File: src/rtl/irq_seq_pkg.sv
// Package: shared types for the interrupt stacking sequencer.
// Assumes byte-wide memory and 16-bit addresses and index register.
package irq_seq_pkg;
    localparam int BYTE_W = 8;
    localparam int WORD_W = 16;
    localparam int STEP_W = 3;
    localparam int PUSH_BYTES = 7;

    typedef enum logic [1:0] {
        SEQ_IDLE,
        SEQ_PUSH,
        SEQ_VEC,
        SEQ_PULL
    } seq_state_t;

    typedef enum logic [2:0] {
        SRC_NMI,
        SRC_IRQ,
        SRC_SWI,
        SRC_TRAP,
        SRC_RTI
    } seq_src_t;
endpackage

File: src/rtl/irq_seq_arb.sv
// Module: start arbiter with non-maskable latch.
// Chooses one start source when the sequencer is idle, by fixed priority
// (non-maskable, maskable, software, trap, return). Holds a non-maskable
// pulse that arrives while busy until it can be started.
module irq_seq_arb
    import irq_seq_pkg::*;
(
    input  logic     clk,
    input  logic     rst_n,
    input  logic     idle,
    input  logic     nmi_req,
    input  logic     irq_req,
    input  logic     i_mask,
    input  logic     swi_start,
    input  logic     trap_start,
    input  logic     rti_start,
    output logic     take,
    output seq_src_t src,
    output logic     nmi_pend
);
    logic nmi_any;
    logic take_nmi;

    assign nmi_any  = nmi_pend | nmi_req;
    assign take_nmi = idle & nmi_any;

    // Priority choice of the start source.
    always_comb begin
        take = 1'b0;
        src  = SRC_RTI;
        if (idle) begin
            if (nmi_any) begin
                take = 1'b1; src = SRC_NMI;
            end else if (irq_req && !i_mask) begin
                take = 1'b1; src = SRC_IRQ;
            end else if (swi_start) begin
                take = 1'b1; src = SRC_SWI;
            end else if (trap_start) begin
                take = 1'b1; src = SRC_TRAP;
            end else if (rti_start) begin
                take = 1'b1; src = SRC_RTI;
            end
        end
    end

    // Latch a non-maskable pulse until an entry for it starts.
    always_ff @(posedge clk) begin
        if (!rst_n) nmi_pend <= 1'b0;
        else        nmi_pend <= nmi_any & ~take_nmi;
    end
endmodule

File: src/rtl/irq_seq_pushsel.sv
// Module: push byte selector.
// Returns the byte to store at push step 0..6. The order is PC low, PC high,
// X low, X high, A, B, flags. Purely combinational.
module irq_seq_pushsel
    import irq_seq_pkg::*;
(
    input  logic [STEP_W-1:0] step,
    input  logic [WORD_W-1:0] pc,
    input  logic [WORD_W-1:0] x,
    input  logic [BYTE_W-1:0] a,
    input  logic [BYTE_W-1:0] b,
    input  logic [BYTE_W-1:0] flags,
    output logic [BYTE_W-1:0] byte_out
);
    logic [BYTE_W-1:0] frame [PUSH_BYTES];

    // Build the frame in push order.
    always_comb begin
        frame[0] = pc[BYTE_W-1:0];
        frame[1] = pc[WORD_W-1:BYTE_W];
        frame[2] = x[BYTE_W-1:0];
        frame[3] = x[WORD_W-1:BYTE_W];
        frame[4] = a;
        frame[5] = b;
        frame[6] = flags;
    end

    // Index the frame; out-of-range steps give zero.
    always_comb begin
        byte_out = '0;
        for (int i = 0; i < PUSH_BYTES; i++)
            if (step == STEP_W'(i)) byte_out = frame[i];
    end
endmodule

File: src/rtl/irq_stack_seq.sv
// Module: interrupt stacking and return sequencer (top).
// On entry it pushes PC, X, A, B and flags with post-decrement, sets the
// mask bit, and reads a 16-bit vector high byte first. On return it pulls the
// frame back with pre-increment. Assumes memory read data arrives one cycle
// after the address, and that the register inputs are stable at start.
module irq_stack_seq
    import irq_seq_pkg::*;
#(
    parameter logic [15:0] VEC_SWI  = 16'hFFFA,
    parameter logic [15:0] VEC_TRAP = 16'hFFFC,
    parameter logic [15:0] VEC_IRQ  = 16'hFFF8,
    parameter logic [15:0] VEC_NMI  = 16'hFFFE,
    parameter int          I_BIT    = 4
) (
    input  logic        clk,
    input  logic        rst_n,
    input  logic        swi_start,
    input  logic        trap_start,
    input  logic        rti_start,
    input  logic        irq_req,
    input  logic        nmi_req,
    input  logic [15:0] pc_in,
    input  logic [15:0] x_in,
    input  logic [7:0]  a_in,
    input  logic [7:0]  b_in,
    input  logic [7:0]  ccr_in,
    input  logic [15:0] sp_in,
    output logic [15:0] mem_addr,
    output logic [7:0]  mem_wdata,
    output logic        mem_we,
    input  logic [7:0]  mem_rdata,
    output logic        busy,
    output logic        done,
    output logic [15:0] pc_out,
    output logic [15:0] x_out,
    output logic [7:0]  a_out,
    output logic [7:0]  b_out,
    output logic [7:0]  ccr_out,
    output logic [15:0] sp_out
);
    localparam logic [STEP_W-1:0] LAST_PUSH = STEP_W'(PUSH_BYTES - 1);
    localparam logic [STEP_W-1:0] LAST_PULL = STEP_W'(PUSH_BYTES);
    localparam logic [BYTE_W-1:0] MASK_SET  = BYTE_W'(1) << I_BIT;

    seq_state_t        state;
    logic [STEP_W-1:0] step;
    logic [WORD_W-1:0] vec_r;
    logic [BYTE_W-1:0] vec_hi;
    logic [BYTE_W-1:0] saved_ccr;
    logic [BYTE_W-1:0] push_byte;
    logic              take;
    seq_src_t          src;
    logic              nmi_pend;
    logic [WORD_W-1:0] vec_sel;

    assign busy = (state != SEQ_IDLE);

    irq_seq_arb u_arb (
        .clk        (clk),
        .rst_n      (rst_n),
        .idle       (!busy),
        .nmi_req    (nmi_req),
        .irq_req    (irq_req),
        .i_mask     (ccr_in[I_BIT]),
        .swi_start  (swi_start),
        .trap_start (trap_start),
        .rti_start  (rti_start),
        .take       (take),
        .src        (src),
        .nmi_pend   (nmi_pend)
    );

    irq_seq_pushsel u_psel (
        .step     (step),
        .pc       (pc_out),
        .x        (x_out),
        .a        (a_out),
        .b        (b_out),
        .flags    (saved_ccr),
        .byte_out (push_byte)
    );

    // Vector address for the chosen source.
    always_comb begin
        case (src)
            SRC_NMI:  vec_sel = VEC_NMI;
            SRC_IRQ:  vec_sel = VEC_IRQ;
            SRC_TRAP: vec_sel = VEC_TRAP;
            default:  vec_sel = VEC_SWI;
        endcase
    end

    // Memory bus drive for the current step.
    always_comb begin
        mem_addr  = '0;
        mem_wdata = '0;
        mem_we    = 1'b0;
        case (state)
            SEQ_PUSH: begin
                mem_addr  = sp_out;
                mem_wdata = push_byte;
                mem_we    = 1'b1;
            end
            SEQ_VEC:  mem_addr = (step == '0) ? vec_r : vec_r + 16'd1;
            SEQ_PULL: mem_addr = sp_out + 16'd1;
            default:  mem_addr = '0;
        endcase
    end

    // Sequencer state, working registers and captures.
    always_ff @(posedge clk) begin
        if (!rst_n) begin
            state     <= SEQ_IDLE;
            step      <= '0;
            vec_r     <= '0;
            vec_hi    <= '0;
            saved_ccr <= '0;
            done      <= 1'b0;
            pc_out    <= '0;
            x_out     <= '0;
            a_out     <= '0;
            b_out     <= '0;
            ccr_out   <= '0;
            sp_out    <= '0;
        end else begin
            done <= 1'b0;
            case (state)
                SEQ_IDLE: begin
                    step <= '0;
                    if (take) begin
                        sp_out <= sp_in;
                        if (src == SRC_RTI) begin
                            state <= SEQ_PULL;
                        end else begin
                            state     <= SEQ_PUSH;
                            pc_out    <= pc_in;
                            x_out     <= x_in;
                            a_out     <= a_in;
                            b_out     <= b_in;
                            saved_ccr <= ccr_in;
                            ccr_out   <= ccr_in | MASK_SET;
                            vec_r     <= vec_sel;
                        end
                    end
                end
                SEQ_PUSH: begin
                    sp_out <= sp_out - 16'd1;
                    if (step == LAST_PUSH) begin
                        state <= SEQ_VEC;
                        step  <= '0;
                    end else begin
                        step <= step + 1'b1;
                    end
                end
                SEQ_VEC: begin
                    step <= step + 1'b1;
                    if (step == STEP_W'(1)) vec_hi <= mem_rdata;
                    if (step == STEP_W'(2)) begin
                        pc_out <= {vec_hi, mem_rdata};
                        done   <= 1'b1;
                        state  <= SEQ_IDLE;
                    end
                end
                SEQ_PULL: begin
                    if (step != LAST_PULL) sp_out <= sp_out + 16'd1;
                    case (step)
                        STEP_W'(1): ccr_out <= mem_rdata;
                        STEP_W'(2): b_out   <= mem_rdata;
                        STEP_W'(3): a_out   <= mem_rdata;
                        STEP_W'(4): x_out[15:8] <= mem_rdata;
                        STEP_W'(5): x_out[7:0]  <= mem_rdata;
                        STEP_W'(6): pc_out[15:8] <= mem_rdata;
                        STEP_W'(7): pc_out[7:0]  <= mem_rdata;
                        default: ;
                    endcase
                    if (step == LAST_PULL) begin
                        done  <= 1'b1;
                        state <= SEQ_IDLE;
                    end else begin
                        step <= step + 1'b1;
                    end
                end
                default: state <= SEQ_IDLE;
            endcase
        end
    end
endmodule


File: config.mk
export PLATFORM = sky130hd
export DESIGN_NAME = irq_stack_seq
export DESIGN_NICKNAME = d
export VERILOG_FILES = /design/src/rtl/irq_seq_pkg.sv /design/src/rtl/irq_seq_arb.sv /design/src/rtl/irq_seq_pushsel.sv /design/src/rtl/irq_stack_seq.sv
export SDC_FILE = /design/constraint.sdc
export NUM_CORES = 1
export LEC_CHECK = 0
export BUFFER_PORTS_ARGS = -buffer_cell sky130_fd_sc_hd__buf_2
export CAP_MARGIN = 20
export CORE_UTILIZATION = 52
export CTS_CLUSTER_SIZE = 40
export DETAILED_ROUTE_END_ITERATION = 12
export PLACE_DENSITY = 0.84
export SYNTH_ARGS = -nofsm -noshare
export SYNTH_HDL_FRONTEND = slang
export SYNTH_HIERARCHICAL = 1
export SYNTH_SLANG_ARGS = --single-unit
export TNS_END_PERCENT = 100
File: constraint.sdc
create_clock -name clk -period 3.2 [get_ports clk]
set_clock_uncertainty 0.2 [all_clocks]
set_input_delay 0.64 -clock clk [delete_from_list [all_inputs] [get_ports clk]]
set_output_delay 0.64 -clock clk [all_outputs]
set_load 0.01 [all_outputs]
# Word-level counts from Yosys, hierarchy flattened
# Index checks and enable logic that the tools add are counted.
# totals
ff_bits	111
latch_bits	0
ramBits	0
rom_bits	0
inputBits	87
output_inout_bits	99
wordCells	133
mem_count	0
# classes
add_sub_neg	4
mul	0
div_mod_pow	0
n_lt_le_gt_ge	0
n_eq_ne	27
n_shift	0
muxes	61
bitwise_logic	5
reduce_logical	21
# ops
cell	n
$mux 8	21
$pmux 16 s3	3
$mux 16	8
$pmux 8 s2	3
$add 16x1->16 const B	2
$pmux 16 s2	1
$reduce_and 4->1	6
$mux 3	7
$ne 2x2->1 const B	10
$sub 16x1->16 const B	1
$eq 3x3->1 const B	5
$pmux 3 s4	1
$mux 2	5
$reduce_and 5->1	2
$eq 3x2->1 const B	3
$mux 1	9
$pmux 3 s3	1
$pmux 2 s4	1
$eq 3x1->1 const B	2
$logic_not 3->1	2
$ne 2x1->1 const B	3
$reduce_and 3->1	2
$reduce_bool 3->1	2
$eq 2x2->1 const B	2
12 further kinds	16

# Longest topological paths before layout
# Gate-level depths: netlist (run 1).
# depth
word_depth	9
mapped_depth	12
mapped_depth_nobuf	8

# By module
# Netlist (run 1), hierarchy kept.
# modules_own_cells
module	instances	cells_each	area_per_inst_um2	seq_area_each_um2
irq_stack_seq	1	683	5342.6	1941.9
irq_seq_pushsel	1	79	664.4	0.0
irq_seq_arb	1	11	100.1	20.0

# Worst setup path after synthesis (run 1)
# OpenSTA, ideal clock, no wires.
# synth_timing
kind	flip-flop to flip-flop
start	register state[1]
end	register pc_out[13]
setup_time_ns	0.128
arrival_time_ns	2.605
required_time_ns	2.872
slack_ns	0.268
stages_incl_launch_ff	12
path_buffers	3
period_less_slack_ns	2.932
cell_sequence	dfxtp_1 buf_2 clkbuf_1 nor2_1 or3b_1 o21ba_1 or3b_2 a32oi_1 clkbuf_1 a211oi_1 a21oi_1 nor2_1
# synth_via
elab_chain_cells	5
# synth_rtl
item	line	rtl
start: declaration	irq_stack_seq.sv:45	seq_state_t state;
start signal: assignment	irq_stack_seq.sv:113	state <= SEQ_IDLE;
start signal: assignment	irq_stack_seq.sv:133	state <= SEQ_PULL;
start signal: assignment	irq_stack_seq.sv:135	state <= SEQ_PUSH;
$reduce_bool 2->1	irq_stack_seq.sv:56	assign busy = (state != SEQ_IDLE);
$mux 3	irq_seq_arb.sv:31	if (idle) begin
via src[0]	irq_stack_seq.sv:52	seq_src_t src;
$eq 3x3->1	irq_stack_seq.sv:132	if (src == SRC_RTI) begin
$ne 2x2->1 (no line)	-	
$reduce_and 5->1 (no line)	-	
end signal: assignment	irq_stack_seq.sv:136	pc_out <= pc_in;
end signal: assignment	irq_stack_seq.sv:159	pc_out <= {vec_hi, mem_rdata};
end signal: assignment	irq_stack_seq.sv:172	STEP_W'(6): pc_out[15:8] <= mem_rdata;
end: declaration	irq_stack_seq.sv:34	output logic [15:0] pc_out,
# The timed path passes the listed nets, and every way through them passes these cells.
# A chain may end at the register's enable or synchronous reset.

# Worst setup path after layout (run 1)
# layout_timing
start	register sp_out[9]
end	output mem_addr[15]
# layout_via
elab_chain_cells	2
# layout_rtl
item	line	rtl
start: declaration	irq_stack_seq.sv:39	output logic [15:0] sp_out
start signal: assignment	irq_stack_seq.sv:131	sp_out <= sp_in;
start signal: assignment	irq_stack_seq.sv:147	sp_out <= sp_out - 16'd1;
start signal: assignment	irq_stack_seq.sv:165	if (step != LAST_PULL) sp_out <= sp_out + 16'd1;
$add 16x1->16	irq_stack_seq.sv:105	SEQ_PULL: mem_addr = sp_out + 16'd1;
$pmux 16 s3	irq_stack_seq.sv:98	case (state)
end: declaration	irq_stack_seq.sv:28	output logic [15:0] mem_addr,
# Every way passes these cells.

==> reports/metrics.yaml, run 1 <==
grt:
  grt_pass1_wl_microns: 29210
  grt_pass1_vias: 5657
  grt_max_degree: 51
  overflow: 0
  track_usage: 0.3102
  antenna_found_initial: 0
floorplanning:
  io_pins: 186
  start_util: 0.5348
  die-area_sq_mm: 0.01218
  std_cell_rows: 39
  fp.dieH_microns: 110.4
  core-area_sq_mm: 0.01142
  die_w_microns: 110.4
drt:
  dr.pass1.iters: 6
  vias: 6698
  antenna_left: 0
  wl_per_cell_microns: 17.88
  drt_iter0_drc: 632
  vias_per_cell: 6.202
  routed-wl-met2_microns: 8464
  remaining_drc_errors: 0
  m1WireLength_microns: 8335
  top_layer_used: "met4"
  wl_met3_microns: 1954
  routed_wl_microns: 19310
timing:
  fin_crit_ns: 3.025
  worst_pin_slew_ns: 0.7559
  setup_viol: 0
  slew_headroom: 0.4954
  setup_tns_ns: 0
  slew_violations: 0
  grt_setup_unrepaired: "no"
  final-hold-violation-count: 0
  max_freq_mhz: 330.6
  fin_crit_sh: 0.9452
  whs_ns: 0.2872
  fin_ws_ns: 0.1754
place:
  post-place-ws_ns: 0.1130
  placement.io_buffers: 185
  dp_hpwl_microns: 13960
  gp_congestion: 0.9173
  placed_cells: 1064
outcome:
  run_status: "completed"
power_and_ir_drop:
  seq_power_share: 0.278
  p_clk_frac: 0.131
  internal_power_w: 0.004235
  ir_worst_vdd_mv: 0.5274
  power.leakage_nw: 3.220
  p_switching_w: 0.003917
  power_frac_comb: 0.591
  pwr_density_cell_mw_per_mm2: 1092
  swShare: 0.4805
yosys:
  synthCells: 773
  synth_cell_types: 69
  synth_edf_count: 0
  synth_area_leaders: "dfxtp_1 32%, a211oi_1 7.5%, a21oi_1 6.6%, nor2_1 6.3%, mux2i_1 6.1%"
  ys_seq_area_frac: 0.3212
  synth_nets: 868
  synth_seq_cells: 98
  async_flop_share: 0
  synth_area_sq_mm: 0.006107
  ys_warn_count: 6
  synth-main-ff-cell: "dfxtp_1"
  synth_top_area_share: 0.3212
  synth.largest_area_cell: "dfxtp_1"
  postSynthAreaPerCell_sq_um: 7.901
job:
  max-cap-violations: 0
clocking:
  clk_latency_ns: 0.34
  cts-root-buf: "clkbuf_16"
  cts.sinks: 98
  clockBufferDepth: 2
  h-tree-depth: 3
  cts_tree: "done"
  clkSlewWorstSetupHoldPaths_ns: 0.07
  cts_made_buffers: 9
critical_path:
  cp_max_fo: 13
  worstPathArrival_ns: 2.18
  required_ns: 2.36
  critPathCaptureType: "primary output"
  crit_type: "register to primary output"
  start_kind: "register"
layout:
  fin_nets: 1027
  final_util: 0.6538
  drive_above_1_share: 0.2946
  n_antenna_cell: 0
  area_growth_pct: 22.25
  nFillCells: 1010
  final_cell_count_no_fill: 1080
min_path:
  hp-class: "register to register"
==> layout make-up <==
type	instances	area [sq um]	area share
repair buffers	222	1220	0.1634
clock buffers	9	225.2	0.03017
inverters	14	52.55	0.007039
well taps	143	178.9	0.02397
multi-input cells	587	3756	0.5031
clock inverters	7	68.82	0.009217
flip-flops and latches	98	1964	0.2631
==> cell usage in the layout (no fill, tap or decap), drive strengths merged, types with 5 or more instances in the layout <==
master	Yosys	routed
o22ai	6	6
mux2	8	8
nand4	13	13
xnor2	5	5
inv	11	16
and3	22	22
a32o	8	8
nor3	13	13
o21ai	22	22
buf	25	222
dfxtp	98	98
nand2b	11	11
and2	6	6
a221oi	8	8
ha	8	8
mux2i	37	37
nor2b	5	5
a211oi	61	61
nor2	102	102
a22oi	7	7
clkbuf	49	9
clkinv	3	5
o31ai	7	7
nor4	7	7
o211ai	6	6
o2bb2ai	8	8
o32ai	10	10
nand3	18	18
a21oi	80	80
nand2	53	53
==> synth_stat cells (7+ instances only) <==
library cell / n
nor2_1: 102
dfxtp_1: 98
a21oi_1: 80
a211oi_1: 61
nand2_1: 53
clkbuf_1: 48
mux2i_1: 37
and3_1: 22
o21ai_0: 21
nand3_1: 18
nand4_1: 13
buf_2: 12
nor3_1: 12
nand2b_1: 11
inv_1: 10
o32ai_1: 10
a221oi_2: 8
a32o_1: 8
ha_1: 8
mux2_2: 8
o2bb2ai_1: 8
a22oi_1: 7
o31ai_1: 7
==> sequential cells by signal, summed over array words and instances, names as in the netlist <==
signal          flops
saved_ccr           8
vec_hi              8
sp_out             16
step                3
pc_out             16
x_out              16
a_out               8
done                1
ccr_out             8
b_out               8
vec_r               3
u_arb/nmi_pend      1
state               2
==> timing repair <==
action | CTS | global route
endpoints found under the setup margin | 0 | 3
hold buffers | 0 | 0
gates resized for setup | 0 | 3
setup buffers | 0 | 0
==> metrics by stage <==
| step | area [sq um] | power [W] |
|---|---|---|
| 2_1_floorplan | 6107 | 0.005439 |
| 3_3_place_gp | 7166 | 0.006880 |
| 3_5_place_dp | 7166 | 0.006977 |
| 4_1_cts | 7460 | 0.008059 |
| 5_1_grt | 7466 | 0.008765 |
| 6_report | 7466 | 0.008152 |
==> cell families after synthesis <==
family,after synthesis,share of synthesized area
flops,98,0.3212
mux,45,0.07540
buf+inv,88,0.06412
xor+xnor,7,0.01004
compound gates,257,0.2971
simple gates,270,0.2157
fa+ha+maj,8,0.01639
==> metal layers <==
metal  track usage  vias up
li1              -     3202
met1        0.4485     3076
met2        0.4508      363
met3       0.06467       57
met4        0.1118        0
met5             0        -
==> power groups by stage <==
| stage | registers (W) | clock network, W | logic (W) |
|---|---|---|---|
| floorplan | 0.00228 | 0 | 0.00316 |
| global placement | 0.00226 | 0 | 0.00462 |
| detailed placement | 0.00227 | 0 | 0.00470 |
| CTS | 0.00225 | 0.00108 | 0.00473 |
| global route | 0.00233 | 0.00114 | 0.00530 |
| finish | 0.00227 | 0.00107 | 0.00481 |
==> critical path, cell delays in order (launching register included) <==
cell and delay (ns):
dfxtp_1 0.59, and4_1 0.32, nand4_1 0.22, nor2_1 0.23
nand2_1 0.08, a32o_1 0.27, buf_2 0.13
==> path summary, 6_finish.rpt <==
kind,slack (ns),from,end,depth (start not counted)
setup reg to reg,0.31,state[1],x_out[4],8
setup / recovery,0.18,sp_out[9],mem_addr[15],6
hold reg to reg,0.29,saved_ccr[4],saved_ccr[4],2
hold / removal,0.29,saved_ccr[4],saved_ccr[4],2
No activity file was read; power rests on OpenSTA's default activity.
==> inputs of run 2 (changes only) <==
Settings changed: CTS_BUF_LIST set to sky130_fd_sc_hd__clkbuf_8 sky130_fd_sc_hd__clkbuf_16, SYNTH_HIERARCHICAL 1 to not set.
==> reports/metrics.yaml, run 2 <==
drt:
  remaining_drc_errors: 0  # unchanged
  vias_per_cell: 6.269  # +1.1%
  vias: 6827  # +1.9%
  routed-wl-met2_microns: 9035  # +6.7%
  dr.pass1.iters: 6  # unchanged
  antenna_left: 0  # unchanged
  routed_wl_microns: 20280  # +5.0%
  m1WireLength_microns: 8640  # +3.7%
  top_layer_used: "met4"
  drt_iter0_drc: 861  # +36%
  wl_met3_microns: 2085  # +6.7%
  wl_per_cell_microns: 18.62  # +4.1%
yosys:
  synth_area_sq_mm: 0.005967  # -2.3%
  synthCells: 791  # +2.3%
  synth_mux_area_frac: 0.04362  # -0.03178
  synth_compound_area_frac: 0.3238  # +0.02669
  ys_top_cells_by_count: "98 x a21oi_1, 98 x dfxtp_1, 92 x nor2_1"
  synth_fa_ha_area_frac: 0.01678  # +0.0003849
  ys_seq_area_frac: 0.3288  # +0.007544
  postSynthAreaPerCell_sq_um: 7.544  # -4.5%
  ys_warn_count: 0  # -6
  async_flop_share: 0  # unchanged
  synth_xor_area_frac: 0.01615  # +0.006107
  synthSimpleGateAreaFrac: 0.2078  # -0.007934
  synth.largest_area_cell: "dfxtp_1"
  synth_top_family_by_area: "compound AO/OA/AOI/OAI gates"
  synth_top_area_share: 0.3288  # +0.007544
  synth_seq_cells: 98  # unchanged
  synth-main-ff-cell: "dfxtp_1"
  synth_area_leaders: "dfxtp_1 33%, a21oi_1 8.2%, a211oi_1 6.3%, nor2_1 5.8%, nand2_1 4.7%"
  synth_nets: 886  # +2.1%
  synth_cell_types: 71  # +2.9%
  synth_edf_count: 0  # unchanged
floorplanning:
  die_w_microns: 109.1  # -1.1%
  core-area_sq_mm: 0.01103  # -3.4%
  io_pins: 186  # unchanged
  die-area_sq_mm: 0.01191  # -2.3%
  fp.dieH_microns: 109.1  # -1.1%
  std_cell_rows: 38  # -2.6%
  start_util: 0.5409  # +0.006103
critical_path:
  worstReg2RegStart: "step[0]"
  path_cells: "ha_2 -> nand3_1 -> nor4_2 -> xnor2_1 -> nor2_1 -> a211o_1 -> buf_2"
  crit_start: "sp_out[1]"
  slowest_stage: "nor4_2"
  critPathCaptureType: "primary output"
  critPathBufInv: 1  # unchanged
  cp.depth: 7  # +1
  worstPathArrival_ns: 2.24  # +0.06 ns
  worst_r2r_path_depth: 7  # -1
  cp_max_fo: 7  # -6
  start_kind: "register"
  required_ns: 2.36  # about the same
  cp_slowest_stage_delay_ns: 0.40  # -0.19 ns
  crit_type: "register to primary output"
  crit_family: "simple AND/OR/NAND/NOR gates"
power_and_ir_drop:
  ir_worst_vdd_mv: 0.3508  # -33%
  p_switching_w: 0.001300  # -67%
  p_clk_frac: 0.305  # +0.174
  seq_power_share: 0.387  # +0.109
  power_frac_comb: 0.308  # -0.283
  internal_power_w: 0.002536  # -40%
  power.leakage_nw: 3.190  # -0.94%
  swShare: 0.3389  # -0.1416
  pwr_density_cell_mw_per_mm2: 520.5  # -52%
clocking:
  postCtsHoldBufs: 0  # unchanged
  clk_latency_ns: 0.34  # about the same
  cts_tree: "done"
  cts_made_buffers: 9  # unchanged
  cts_setup_buffers: 0  # unchanged
  clkSlewWorstSetupHoldPaths_ns: 0.07  # about the same
  clockBufferDepth: 2  # unchanged
  h-tree-depth: 3  # unchanged
  cts.sinks: 98  # unchanged
  cts-root-buf: "clkbuf_16"
min_path:
  worstHoldPathCells: 2  # unchanged
  worstHoldStart: "saved_ccr[6]"
  hp-class: "register to register"
place:
  placement.io_buffers: 185  # unchanged
  post-place-ws_ns: 0.4132  # +0.3002 ns
  dp_hpwl_microns: 14230  # +1.9%
  gp_congestion: 0.9743  # +6.2%
timing:
  fin_ws_ns: 0.1182  # -0.05720 ns
  fin_crit_ns: 3.082  # +0.05720 ns
  max_freq_mhz: 324.5  # -1.9%
  slew_headroom: 0.3978  # -0.09752
  final-hold-violation-count: 0  # unchanged
  slew_violations: 0  # unchanged
  worst_pin_slew_ns: 0.9032  # +0.1474 ns
  setup_viol: 0  # unchanged
  fin_crit_sh: 0.9631  # +0.01788
grt:
  grt_max_degree: 85  # +67%
  overflow: 0  # unchanged
  grt_pass1_vias: 5856  # +3.5%
  track_usage: 0.3266  # +0.01635
  antenna_found_initial: 0  # unchanged
  grt_pass1_wl_microns: 29990  # +2.7%
layout:
  fin_nets: 1041  # +1.4%
  layout_common_cells: "185 x buf_2, 98 x a21oi_1, 94 x dfxtp_1"
  n_antenna_cell: 0  # unchanged
  drive_above_1_share: 0.2750  # -0.01953
  area_growth_pct: 23.53
  final_common_cell: "buf_2"
  layout_top_registers: "pc_out x16, sp_out x16, x_out x16"
  final_util: 0.6682  # +0.01437
outcome:
  run_status: "completed"
job:
  max-cap-violations: 0  # unchanged
==> run 2: cells by family (layout without fill, tap and decap cells) <==
kind of cell | count (synthesis) | in the layout
AND/OR/NAND/NOR | 262 | 262
flip-flops | 98 | 98
adder cells (fa/ha/maj) | 8 | 8
AO/OA/AOI/OAI | 293 | 293
multiplexers | 26 | 26
buffers and inverters | 93 | 251
XOR/XNOR | 11 | 11
==> run 2: worst paths after layout <==
check	endpoint	slack [ns]
worst min register to register	saved_ccr[6]	0.25
worst max register to register	sp_out[10]	0.61
worst max-delay path	mem_addr[12]	0.12
worst min-delay path	saved_ccr[6]	0.25
==> run 2: metal layers <==
metal,up-vias,global-route usage
li1,3222,-
met1,3165,0.4629
met2,399,0.4928
met3,41,0.06934
met4,0,0.09846
met5,-,0
==> run 2: layout make-up <==
| type | count | area (sq um) |
|---|---|---|
| clock inverter | 4 | 76.32 |
| fill | 942 | 3660 |
| tap | 140 | 175.2 |
| inverter | 17 | 63.81 |
| timing repair buffer | 220 | 1189 |
| clock buffer | 10 | 239.0 |
| multi-input combinational | 600 | 3661 |
| sequential | 98 | 1967 |
==> run 2: tightest hold or removal path: stages, from the launching register on <==
cell and delay [ns]:
dfxtp_1 0.31, nand2_1 0.05, a21oi_1 0.05
==> run 2: repair_timing <==
action | CTS | global route
gates resized for setup | 0 | 8
hold endpoints to repair | 0 | 0
setup endpoints to repair | 0 | 10
==> run 2: stage by stage <==
step	total power, W	hold WS [ns]	area [sq um]	instances	setup TNS (ns)
2_1_floorplan	0.002220	0.2332	5967	791	0
3_3_place_gp	0.002636	0.2420	7028	1075	0
3_5_place_dp	0.002654	0.2458	7028	1075	0
4_1_cts	0.003806	0.2550	7343	1089	0
5_1_grt	0.004007	0.2851	7371	1089	-0.007736
6_report	0.003836	0.2519	7371	1089	0
==> run 2: power groups by stage <==
stage | Sequential [W] | Combinational, W | Clock (W)
after floorplan | 0.00151 | 0.000706 | 0
after CTS | 0.00148 | 0.00116 | 0.00117
after global routing | 0.00150 | 0.00128 | 0.00123
final | 0.00149 | 0.00118 | 0.00117
after global placement | 0.00151 | 0.00113 | 0
after detailed placement | 0.00151 | 0.00115 | 0
==> inputs of run 3 (changes only) <==
Settings changed: CORE_UTILIZATION 52 to 56, PLACE_DENSITY 0.84 to 0.89.
Clock period 3.2 ns to 4 ns, I/O delays scaled along.
==> reports/metrics.yaml, run 3 (synthesized netlist as in run 2, its figures left out) <==
min_path:
  worstHoldStart: "saved_ccr[0]"
  hp-class: "register to register"
  worstHoldPathCells: 2  # unchanged
  whs_endpoint: "saved_ccr[0]"
power_and_ir_drop:
  ir_worst_vdd_mv: 0.2539  # -28%
  finalPower_w: 0.002750  # -28%
  pwr_density_cell_mw_per_mm2: 389.0  # -25%
  power.leakage_nw: 3.034  # -4.9%
layout:
  final_util: 0.6848  # +0.01655
  final_common_cell: "buf_2"
  drive_above_1_share: 0.2524  # -0.02261
  nFillCells: 879  # -6.7%
  final_cell_count_no_fill: 1067  # -2.0%
  area_growth_pct: 18.47
  layout_common_cells: "185 x buf_2, 98 x a21oi_1, 96 x dfxtp_1"
  layout_top_registers: "pc_out x16, sp_out x16, x_out x16"
  fin_nets: 1021  # -1.9%
  n_antenna_cell: 0  # unchanged
floorplanning:
  die-area_sq_mm: 0.01107  # -7.0%
  std_cell_rows: 37  # -2.6%
  start_util: 0.5780  # +0.03704
  fp.dieH_microns: 105.2  # -3.6%
  die_w_microns: 105.2  # -3.6%
  io_pins: 186  # unchanged
  core-area_sq_mm: 0.01032  # -6.4%
drt:
  drt_iter0_drc: 800  # -7.1%
  antenna_left: 0  # unchanged
  wl_per_cell_microns: 18.47  # -0.84%
  dr.pass1.iters: 6  # unchanged
  vias_per_cell: 6.441  # +2.7%
  vias: 6873  # +0.67%
  routed_wl_microns: 19700  # -2.8%
  remaining_drc_errors: 0  # unchanged
job:
  max-cap-violations: 0  # unchanged
grt:
  grt_pass1_vias: 6077  # +3.8%
  grt_max_degree: 89  # +4.7%
  track_usage: 0.3472  # +0.02065
  grt_pass1_wl_microns: 30990  # +3.3%
  antenna_found_initial: 0  # unchanged
  overflow: 0  # unchanged
timing:
  grt_setup_unrepaired: "no"
  setup_tns_ns: 0  # unchanged
  whs_ns: 0.2574  # +0.005440 ns
  setup_viol: 0  # unchanged
  slew_violations: 0  # unchanged
  max_freq_mhz: 267.5
  final-hold-violation-count: 0  # unchanged
  worst_pin_slew_ns: 0.8954  # -0.007866 ns
  slew_headroom: 0.4031  # +0.005244
  fin_crit_ns: 3.738
  fin_crit_sh: 0.9346
clocking:
  cts_made_buffers: 9  # unchanged
  h-tree-depth: 3  # unchanged
  clockBufferDepth: 2  # unchanged
  cts-root-buf: "clkbuf_8"
  clk_latency_ns: 0.37  # +0.03 ns
  clkSlewWorstSetupHoldPaths_ns: 0.10  # +0.03 ns
  cts_resized: 0  # unchanged
  cts_tree: "done"
  postCtsHoldBufs: 0  # unchanged
  cts.sinks: 98  # unchanged
  cts_setup_buffers: 0  # unchanged
place:
  placement.io_buffers: 185  # unchanged
  dp_hpwl_microns: 13770  # -3.2%
  placed_cells: 1051  # -2.2%
  gp_congestion: 0.9752  # about the same
critical_path:
  path_cells: "ha_1 -> nand3_1 -> nor3_1 -> nand2_1 -> o31a_1 -> o22ai_1 -> buf_2"
  crit_family: "simple AND/OR/NAND/NOR gates"
  worst_r2r_path_depth: 7  # unchanged
  slowest_stage: "dfxtp_1"
  critPathCaptureType: "primary output"
  critPathBufInv: 1  # unchanged
  cp_max_fo: 15  # +8
  start_kind: "register"
  cp_slowest_stage_delay_ns: 0.61  # +0.21 ns
  worstPathArrival_ns: 2.74  # +0.50 ns
  crit_type: "register to primary output"
  required_ns: 3.00  # +0.64 ns
  reg2reg_to: "ccr_out[3]"
  worstReg2RegStart: "state[1]"
  ff2ff_setup_slack_ns: 1.01  # +0.40 ns
outcome:
  run_status: "completed"
[run 3: power by group]
part / internal [W] / switching, W / leakage, nW
clock network: 0.000257 / 0.000399 / 0.0966
logic: 0.000358 / 0.000520 / 2.13
registers: 0.00108 / 0.000136 / 0.810
[run 3: per-stage QoR]
step / cell area (sq um) / setup slack (ns)
finish: 7069 / 0.2617
global placement: 6873 / 0.8189
global route: 7069 / 0.03366
detailed placement: 6873 / 0.7564
floorplan: 5967 / 1.124
CTS: 7069 / 0.3337
[run 3: area by class of cell]
class	instances	area, sq um	share of cell area
clock buffer	10	137.6	0.01947
clock inverter	6	58.81	0.008319
inverter	17	63.81	0.009027
multi-input combinational	600	3636	0.5143
sequential	98	1964	0.2779
tap	136	170.2	0.02407
timing repair buffer	200	1039	0.1469
[run 3: per-layer routing]
layer,share of wire,GRT usage,vias up
li1,-,-,3183
met4,0.036,0.1398,0
met2,0.44,0.5216,468
met1,0.42,0.4949,3154
met3,0.10,0.05504,68
met5,0,0,-
[run 3: worst max-delay path by stage]
stage	from	endpoint	slack [ns]	depth (start not counted)
finish	sp_out[0]	mem_addr[14]	0.26	7
floorplan	step[2]	mem_wdata[0]	1.12	8
global placement	step[2]	mem_wdata[0]	0.82	7
global route	sp_out[0]	mem_addr[14]	0.03	7
CTS	sp_out[0]	mem_addr[14]	0.33	7
detailed placement	sp_out[0]	mem_addr[14]	0.76	7
[run 3: worst min-delay path: stages, from the launching register on]
cell and delay (ns):
dfxtp_1 0.32, nand2_1 0.05, a21oi_1 0.05
